--- src/rtl/spi_cs_master.sv ---
module spi_cs_master #(
  parameter int NSLV = 4,
  parameter int CW   = 8,
  parameter int DW   = 8,
  localparam int AW  = (NSLV > 1) ? $clog2(NSLV) : 1,
  localparam int TW  = CW + DW + 1
) (
  input  logic            clk,
  input  logic            rst_n,
  input  logic [DW-1:0]   clk_div,
  input  logic [CW-1:0]   setup_bt,
  input  logic [CW-1:0]   hold_bt,
  input  logic [CW-1:0]   gap_bt,
  input  logic            msg_mode,
  input  logic [AW-1:0]   slv_sel,
  input  logic            tx_valid,
  input  logic [7:0]      tx_data,
  input  logic            tx_last,
  output logic            tx_ready,
  output logic [7:0]      rx_data,
  output logic            rx_done,
  output logic            sclk,
  output logic            mosi,
  input  logic            miso,
  output logic [NSLV-1:0] cs_n
);

  typedef enum logic [2:0] {S_IDLE, S_SETUP, S_SHIFT, S_WAIT, S_HOLD, S_GAP} st_t;

  st_t           st;
  logic [TW-1:0] tm;
  logic [DW-1:0] hc;
  logic [4:0]    tg;
  logic [7:0]    txs, rxs;
  logic [AW-1:0] addr_q;
  logic          fen, mode_q, last_q;

  wire [DW-1:0] half = (clk_div == '0) ? DW'(1) : clk_div;

  function automatic logic [TW-1:0] span(input logic [CW-1:0] n, input logic [DW-1:0] h);
    logic [CW-1:0] m;
    m = (n == '0) ? CW'(1) : n;
    return (TW'(m) * TW'(h) * TW'(2)) - TW'(1);
  endfunction

  assign tx_ready = (st == S_IDLE) || (st == S_WAIT);
  assign mosi     = txs[7];

  for (genvar i = 0; i < NSLV; i++) begin : g_sel
    assign cs_n[i] = ~(fen && (addr_q == AW'(i)));
  end

  always_ff @(posedge clk or negedge rst_n) begin
    if (!rst_n) begin
      st <= S_IDLE; tm <= '0; hc <= '0; tg <= '0;
      txs <= '0; rxs <= '0; rx_data <= '0; rx_done <= 1'b0;
      sclk <= 1'b0; fen <= 1'b0; addr_q <= '0; mode_q <= 1'b0; last_q <= 1'b0;
    end else begin
      rx_done <= 1'b0;
      case (st)
        S_IDLE: if (tx_valid) begin
          addr_q <= slv_sel; mode_q <= msg_mode; last_q <= tx_last;
          txs <= tx_data; fen <= 1'b1;
          tm <= span(setup_bt, half); st <= S_SETUP;
        end
        S_SETUP: if (tm == '0) begin
          st <= S_SHIFT; hc <= half - DW'(1); tg <= '0;
        end else tm <= tm - TW'(1);
        S_SHIFT: if (hc == '0) begin
          hc <= half - DW'(1);
          sclk <= ~sclk;
          tg <= tg + 5'd1;
          if (!sclk) rxs <= {rxs[6:0], miso};
          else       txs <= {txs[6:0], 1'b0};
          if (tg == 5'd15) begin
            rx_done <= 1'b1;
            rx_data <= rxs;
            if (!mode_q || last_q) begin
              st <= S_HOLD; tm <= span(hold_bt, half);
            end else st <= S_WAIT;
          end
        end else hc <= hc - DW'(1);
        S_WAIT: if (tx_valid) begin
          txs <= tx_data; last_q <= tx_last;
          st <= S_SHIFT; hc <= half - DW'(1); tg <= '0;
        end
        S_HOLD: if (tm == '0) begin
          fen <= 1'b0; tm <= span(gap_bt, half); st <= S_GAP;
        end else tm <= tm - TW'(1);
        S_GAP: if (tm == '0) st <= S_IDLE;
          else tm <= tm - TW'(1);
        default: st <= S_IDLE;
      endcase
    end
  end

endmodule

--- config.mk ---
export PLATFORM = sky130hd
export DESIGN_NAME = spi_cs_master
export DESIGN_NICKNAME = d
export VERILOG_FILES = /design/src/rtl/spi_cs_master.sv
export SDC_FILE = /design/constraint.sdc
export NUM_CORES = 1
export LEC_CHECK = 0
export BUFFER_PORTS_ARGS = -buffer_cell sky130_fd_sc_hd__buf_4
export CAP_MARGIN = 20
export CORE_MARGIN = 1.5
export CORE_UTILIZATION = 49
export CTS_CLUSTER_DIAMETER = 60
export DETAILED_ROUTE_END_ITERATION = 16
export PLACE_DENSITY = 0.69
export SYNTH_ARGS = -nofsm -noshare
export SYNTH_HDL_FRONTEND = slang
export SYNTH_SLANG_ARGS = --single-unit
export TNS_END_PERCENT = 10
--- constraint.sdc ---
create_clock -name clk -period 2.5 [get_ports clk]
set_input_delay 0.25 -clock clk [delete_from_list [all_inputs] [get_ports clk]]
set_output_delay 0.25 -clock clk [all_outputs]
set_load 0.01 [all_outputs]
==> results by group, run 1 <==
Run status
  • Status: finished with violations
  • Failing checks: setup timing

Setup path
  • Crit path cell chain: buf_4, buf_4, and2_1, fa_1, inv_1, fa_1, inv_1, fa_1, inv_1, fa_1, inv_1, ha_1, o21a_1, or2_4, a311oi_2, xnor2_1, nand4b_1, or4_4, and3_4, o32a_1
  • WP data arrival: 5.16 ns
  • CP startpoint kind: input port
  • Critical R2R Capture: tm[14]
  • R2R cell count: 8
  • Worst R2R Setup Slack: -0.01 ns
  • Crit. End Element: register
  • Critical path's largest stage delay: 0.53 ns
  • Data required time of the worst path: 2.72 ns
  • Worst r2r src: hc[3]
  • Crit Path Class: input port to register
  • Crit Path Max Fanout: 4
  • Max stage delay cell, worst path: fa_1

Floorplanning
  • Die Ht: 155 um
  • Core region area: 22600 um^2
  • IO Pins: 64
  • Initial Utilization: 0.499
  • Rows: 55
  • Full die area: 24000 um^2
  • Chip Width: 155 um

Logic synthesis
  • Synth top cells by count: inv_1 (192), nand2_1 (163), ha_1 (117)
  • Synth cell types: 86
  • Mux share of post-synthesis cell area: 0.0199
  • EDFF count, synth: 0
  • Register bit total from synthesis: 64
  • Synth top area cells: fa_1 (19%), dfrtp_1 (14%), ha_1 (13%)
  • Post-synthesis adder-cell area fraction: 0.321
  • Mapped Cells: 1378
  • Compound-cell area share of the yosys netlist: 0.144
  • Register area share after synthesis: 0.142
  • Mapped cell area: 11300 um^2
  • Main synth FF type: dfrtp_1
  • Count leader, synth: inv_1
  • Post-synthesis async set-or-reset flop share: 1.00
  • Syn Area/Cell: 8.20 um^2
  • Largest family of logic cells by synthesized area: adder cells
  • YS warnings: 0
  • Simple-gate area share of the yosys netlist: 0.227
  • Syn_nets: 1651
  • Share of the synthesized area in the top cell type: 0.191
  • Xor/xnor share of the synthesized area: 0.0610
  • Dominant cell type by area after synthesis: fa_1

STA
  • Actual slew at the worst max-slew pin: 0.819 ns
  • Final Hold Fails: 0
  • Fmax: 202 MHz
  • Tcrit/Tclk final: 1.98
  • Worst hold margin: 0.00807 ns
  • Fin crit period: 4.94 ns
  • RSZ-0062 raised after global routing: true
  • Clk_skew: 0.00765 ns
  • Slew Viols, Final: 0
  • Final setup vio count: 14
  • Final Worst Setup Slack: -2.44 ns
  • Relative slew slack: 0.454

Clock network
  • Clock transition at path regs: 0.06 ns
  • Root Buffer: clkbuf_16
  • H-tree depth: 3
  • Sink Count: 64
  • Worst skew pair latency: 0.33 ns
  • CTS tree: yes
  • Clock tree buffer depth: 2
  • CTS Buf Count: 9

Detailed routing
  • DR vias: 10600
  • DRT Wirelength: 28800 um
  • Remaining antenna violation count: 0
  • Routed length per instance: 14.7 um
  • Via density: 5.41
  • DRC viols: 0
  • DRT iter0 DRCs: 457
  • Pre-antenna DRT Iters: 5

Global route
  • Global-route wire length before repair: 50100 um
  • Initial antenna violation count: 0
  • GRT overflow: 0
  • Vias in the first global route: 10800
  • Largest net degree at the start of global routing: 65
  • GRT Overall Usage: 0.253

Final layout
  • Layout cells sized above 1: 0.282
  • # diodes: 0
  • FF/Latch Area: 1600 um^2
  • Finished Layout Cells: 1958
  • FILL cells: 1848
  • # nets final: 1941
  • P&R area growth vs syn: 32.3%
  • Multi-input logic area: 9280 um^2

Pwr
  • P_int: 7.38 mW
  • Clock network power share: 0.115
  • Cell Pwr Density: 865 nW/um^2
  • Sw power: 5.56 mW
  • Sw Ratio: 0.430
  • Seq pwr share: 0.101
  • Leakage: 7.42 nW
  • Comb pwr share: 0.784
  • Worst IR drop on VDD: 0.472 mV

Hold path
  • Worst hold path type: input port to async pin

Place
  • # placed instances: 1931
  • Detailed Place HPWL: 23000 um
  • I/O Buffers: 63
  • RePlAce Congestion: 0.970

Run
  • Max Cap Viol: 0
[cell usage in the layout (no fill, tap or decap), types with 7 or more instances in the layout]
master     netlist  final
inv_1          192    185
clkbuf_16        0      9
xnor2_1         41     36
nand2b_1        15     13
ha_4             0      9
or2_2            7      7
nand3_1         33     29
nor2_1          55     54
o21ai_1          3     14
a21o_1          15     15
nand2_1        163    163
nor3_1          41     36
or3_1           10      9
and3_1          10      9
o22ai_1          7      7
buf_4            0    324
xor2_1          35     34
a31oi_1         12     12
a211oi_2         1      7
o211ai_1         8      8
mux2_2          12     12
o21ai_0         61     47
nor2b_1         17     14
fa_1           108    105
and2_1         106    105
a21oi_1         37     29
ha_1           117    107
o31ai_1          9      8
o21a_1          10     10
inv_2            1      8
dfrtp_1         64     64
buf_12           0      7
a21oi_2          0      8
mux2i_1          9      9
[per-stage QoR]
stage	setup TNS [ns]	cell area, um^2	total power, mW	util	worst slack [ns]
after CTS	-25.29	14600	12.5	0.646	-2.40
final	-24.69	14900	12.9	0.660	-2.44
after detailed placement	-31.69	14100	10.6	0.621	-2.87
after floorplan	-27.58	11400	6.79	-	-2.72
after global routing	-27.64	14900	14.1	0.660	-2.60
after global placement	-30.87	14100	10.4	0.621	-2.78
[sequential cells by signal, indices dropped and copies added (netlist names), 2 cells and up]
name     cells
rx_data      8
rxs          8
addr_q       2
hc           8
tg           5
tm          17
st           3
txs          8
[power groups by stage]
| stage | Sequential, mW | Combinational (mW) | Clock (mW) |
|---|---|---|---|
| detailed placement | 1.31 | 9.30 | 0 |
| finish | 1.31 | 10.1 | 1.49 |
| floorplan | 1.29 | 5.50 | 0 |
| CTS | 1.30 | 9.68 | 1.50 |
| global route | 1.32 | 11.3 | 1.54 |
| global placement | 1.30 | 9.11 | 0 |
[layout make-up]
class | count | area share
flip-flops and latches | 64 | 0.107
clock buffers | 9 | 0.0151
well taps | 285 | 0.0239
repair buffers | 336 | 0.176
clock inverters | 7 | 0.00854
inverters | 194 | 0.0487
multi-input cells | 1063 | 0.621
[how the worst max path moves through the flow]
| stage | startpoint | end | slack [ns] | cells after the start |
|---|---|---|---|---|
| 3_5_place_dp | setup_bt[7] | tm[13] | -2.87 | 19 |
| 4_1_cts | gap_bt[4] | tm[15] | -2.40 | 21 |
| 5_1_grt | hold_bt[2] | tm[16] | -2.60 | 20 |
| 6_report | hold_bt[2] | tm[16] | -2.44 | 20 |
| 3_3_place_gp | gap_bt[4] | tm[15] | -2.78 | 21 |
| 2_1_floorplan | hold_bt[6] | tm[16] | -2.72 | 20 |
[kinds of logic after synthesis]
logic type | count (synthesis)
buffers and inverters | 251
and+or+nand+nor | 501
DFF | 64
AOI/OAI and AO/OA | 239
adders and majority gates | 225
muxes | 21
xor gates and xnor gates | 77
[layer usage]
layer  vias to the layer above  share of wire  GRT usage
li1                       5188              -          -
met1                      5093           0.44      0.321
met2                       255           0.49      0.456
met3                        57          0.041     0.0289
met4                         0          0.023     0.0673
met5                         -              0          0
[critical path: cells and delay by family]
kind / cells / cell delay [ns]
AO/OA/AOI/OAI: 3 / 0.67
buffers and inverters: 6 / 0.47
XOR/XNOR: 1 / 0.12
AND/OR/NAND/NOR: 5 / 1.25
adder cells (fa/ha/maj): 5 / 2.40
[what timing repair did]
| action | CTS | global route |
|---|---|---|
| hold buffers | 0 | 0 |
| pin swaps | 22 | 41 |
| endpoints found under the setup margin | 18 | 31 |
| endpoints found under the hold margin | 0 | 0 |
| resized for setup | 48 | 53 |
| gates cloned | 0 | 0 |
| setup buffers | 1 | 10 |
No activity file was read; power rests on OpenSTA's default activity.
==> inputs of run 2 (changes only) <==
--- a/config.mk
+++ b/config.mk
@@ -11,6 +11,7 @@
 export CORE_UTILIZATION = 49
 export CTS_CLUSTER_DIAMETER = 60
 export DETAILED_ROUTE_END_ITERATION = 16
+export MAX_ROUTING_LAYER = met4
 export PLACE_DENSITY = 0.69
 export SYNTH_ARGS = -nofsm -noshare
 export SYNTH_HDL_FRONTEND = slang
==> results by group, run 2 (synthesis gave the netlist of run 1 again) <==
Run status
  • Status: finished with violations
  • Failing checks: setup timing

Global route
  • GRT Overall Usage: 0.261
  • Global-route wire length before repair: 49800 um
  • GRT overflow: 0
  • Largest net degree at the start of global routing: 65
  • Initial antenna violation count: 0
  • Vias in the first global route: 10800

Place
  • Pre-CTS WS: -2.86 ns
  • Detailed Place HPWL: 23400 um
  • # placed instances: 1926
  • Area after DPL: 14000 um^2
  • RePlAce Congestion: 0.940
  • I/O Buffers: 63

Floorplanning
  • Initial Utilization: 0.499
  • Core region area: 22600 um^2
  • Full die area: 24000 um^2
  • Rows: 55
  • Die Ht: 155 um
  • IO Pins: 64
  • Chip Width: 155 um

Final layout
  • Commonest non-fill, non-tap cell in the layout: buf_4
  • FF/Latch Area: 1600 um^2
  • Finished Layout Cells: 1949
  • FILL cells: 1908
  • Fin area: 14800 um^2
  • Layout cells sized above 1: 0.270
  • Multi-input logic area: 9200 um^2
  • Max reg flops: 17
  • # diodes: 0
  • Most flop-heavy register: tm
  • P&R area growth vs syn: 30.7%
  • Commonest non-fill, non-tap cells in the layout: buf_4 (315), inv_1 (189), nand2_1 (163)
  • # nets final: 1933

STA
  • Final Worst Setup Slack: -2.42 ns
  • Fin crit period: 4.92 ns
  • Tcrit/Tclk final: 1.97
  • Final Hold Fails: 0
  • Final setup vio count: 14
  • Actual slew at the worst max-slew pin: 0.815 ns
  • Relative slew slack: 0.457
  • Fmax: 203 MHz
  • Worst hold margin: 0.0131 ns
  • Clk_skew: 0.00785 ns
  • RSZ-0062 raised after global routing: true
  • Slew Viols, Final: 0

Pwr
  • Worst IR drop on VDD: 0.468 mV
  • Seq pwr share: 0.102
  • Leakage: 7.37 nW
  • Sw power: 5.51 mW
  • Cell Pwr Density: 858 nW/um^2
  • Clock network power share: 0.102
  • Sw Ratio: 0.435
  • Comb pwr share: 0.796
  • P_int: 7.16 mW

Detailed routing
  • Via density: 5.42
  • DR vias: 10600
  • DRT iter0 DRCs: 466
  • Remaining antenna violation count: 0
  • Pre-antenna DRT Iters: 5
  • Routed length per instance: 15.0 um
  • DRC viols: 0
  • DRT Wirelength: 29200 um

Clock network
  • Worst skew pair latency: 0.34 ns
  • Post-CTS Hold Buffers: 0
  • Clock transition at path regs: 0.06 ns
  • Clock tree buffer depth: 2
  • Root Buffer: clkbuf_16
  • CTS Buf Count: 9
  • CTS tree: yes
  • Sink Count: 64
  • H-tree depth: 3

Setup path
  • Crit Path Max Fanout: 6
  • Crit Path Class: input port to register
  • CP startpoint kind: input port
  • Crit. End Element: register
  • R2R cell count: 12
  • Worst r2r src: tm[0]
  • Data required time of the worst path: 2.72 ns
  • Worst R2R Setup Slack: 0.01 ns
  • Crit path launch: hold_bt[6]
  • Critical R2R Capture: tm[14]
  • WP data arrival: 5.14 ns

Hold path
  • Worst hold path type: input port to async pin

Run
  • Max Cap Viol: 0
[run 2: cell count changes in the layout (fill, tap and decap cells not counted), moves of 3 or more]
cell     change
buf_4        -9
ha_1         +6
ha_4         -5
inv_1        +4
inv_2        -4
nand3_2      -3
xnor2_2      +3
[run 2: final cells by class]
type / count / share of cell area
Multi-Input combinational cell: 1063 / 0.623
Timing Repair Buffer: 328 / 0.174
Sequential cell: 64 / 0.108
Inverter: 194 / 0.0493
Tap cell: 285 / 0.0241
Clock buffer: 11 / 0.0171
Clock inverter: 4 / 0.00364
[run 2: power groups by stage]
stage / clock [mW] / combinational (mW) / sequential, mW
2_1_floorplan: 0 / 5.50 / 1.29
3_3_place_gp: 0 / 9.09 / 1.30
3_5_place_dp: 0 / 9.31 / 1.30
4_1_cts: 1.32 / 9.82 / 1.29
5_1_grt: 1.34 / 11.2 / 1.31
6_report: 1.29 / 10.1 / 1.29
[run 2: routing by layer]
layer	track usage	vias up	wire length, um
li1	-	5161	-
met1	0.314	5121	12700
met2	0.462	228	14600
met3	0.0258	56	1130
met4	0.0788	0	741
met5	-	-	0
[run 2: repair_timing]
action | CTS | global route
buffers inserted | 7 | 1
gates resized for setup | 53 | 37
endpoints found under the setup margin | 15 | 29
pin swaps | 25 | 25
[run 2: how the worst max path moves through the flow]
stage                   to  slack [ns]  depth (start not counted)
floorplan           tm[16]       -2.72                         20
global placement    tm[15]       -2.79                         21
detailed placement  tm[16]       -2.86                         20
CTS                 tm[16]       -2.40                         20
global route        tm[16]       -2.70                         23
finish              tm[16]       -2.42                         21
[run 2: through the flow]
stage	total power [mW]	TNS [ns]	utilization
floorplan	6.79	-27.58	-
global placement	10.4	-31.07	0.619
detailed placement	10.6	-31.90	0.619
CTS	12.4	-25.26	0.645
global route	13.8	-28.76	0.652
finish	12.7	-25.18	0.652
[run 2: critical path, cell delays in order]
cell and delay [ns]:
buf_4 0.12, nor4_4 0.27, a21oi_2 0.10, nand2b_4 0.15, fa_1 0.44, fa_1 0.49, inv_1 0.05, fa_1 0.47
inv_1 0.05, fa_1 0.49, inv_2 0.05, ha_4 0.23, buf_4 0.14, nand3_1 0.13, o2111ai_2 0.20, o211ai_1 0.24
a31oi_1 0.13, xor2_1 0.18, or4_1 0.54, and3_1 0.17, o32a_1 0.27
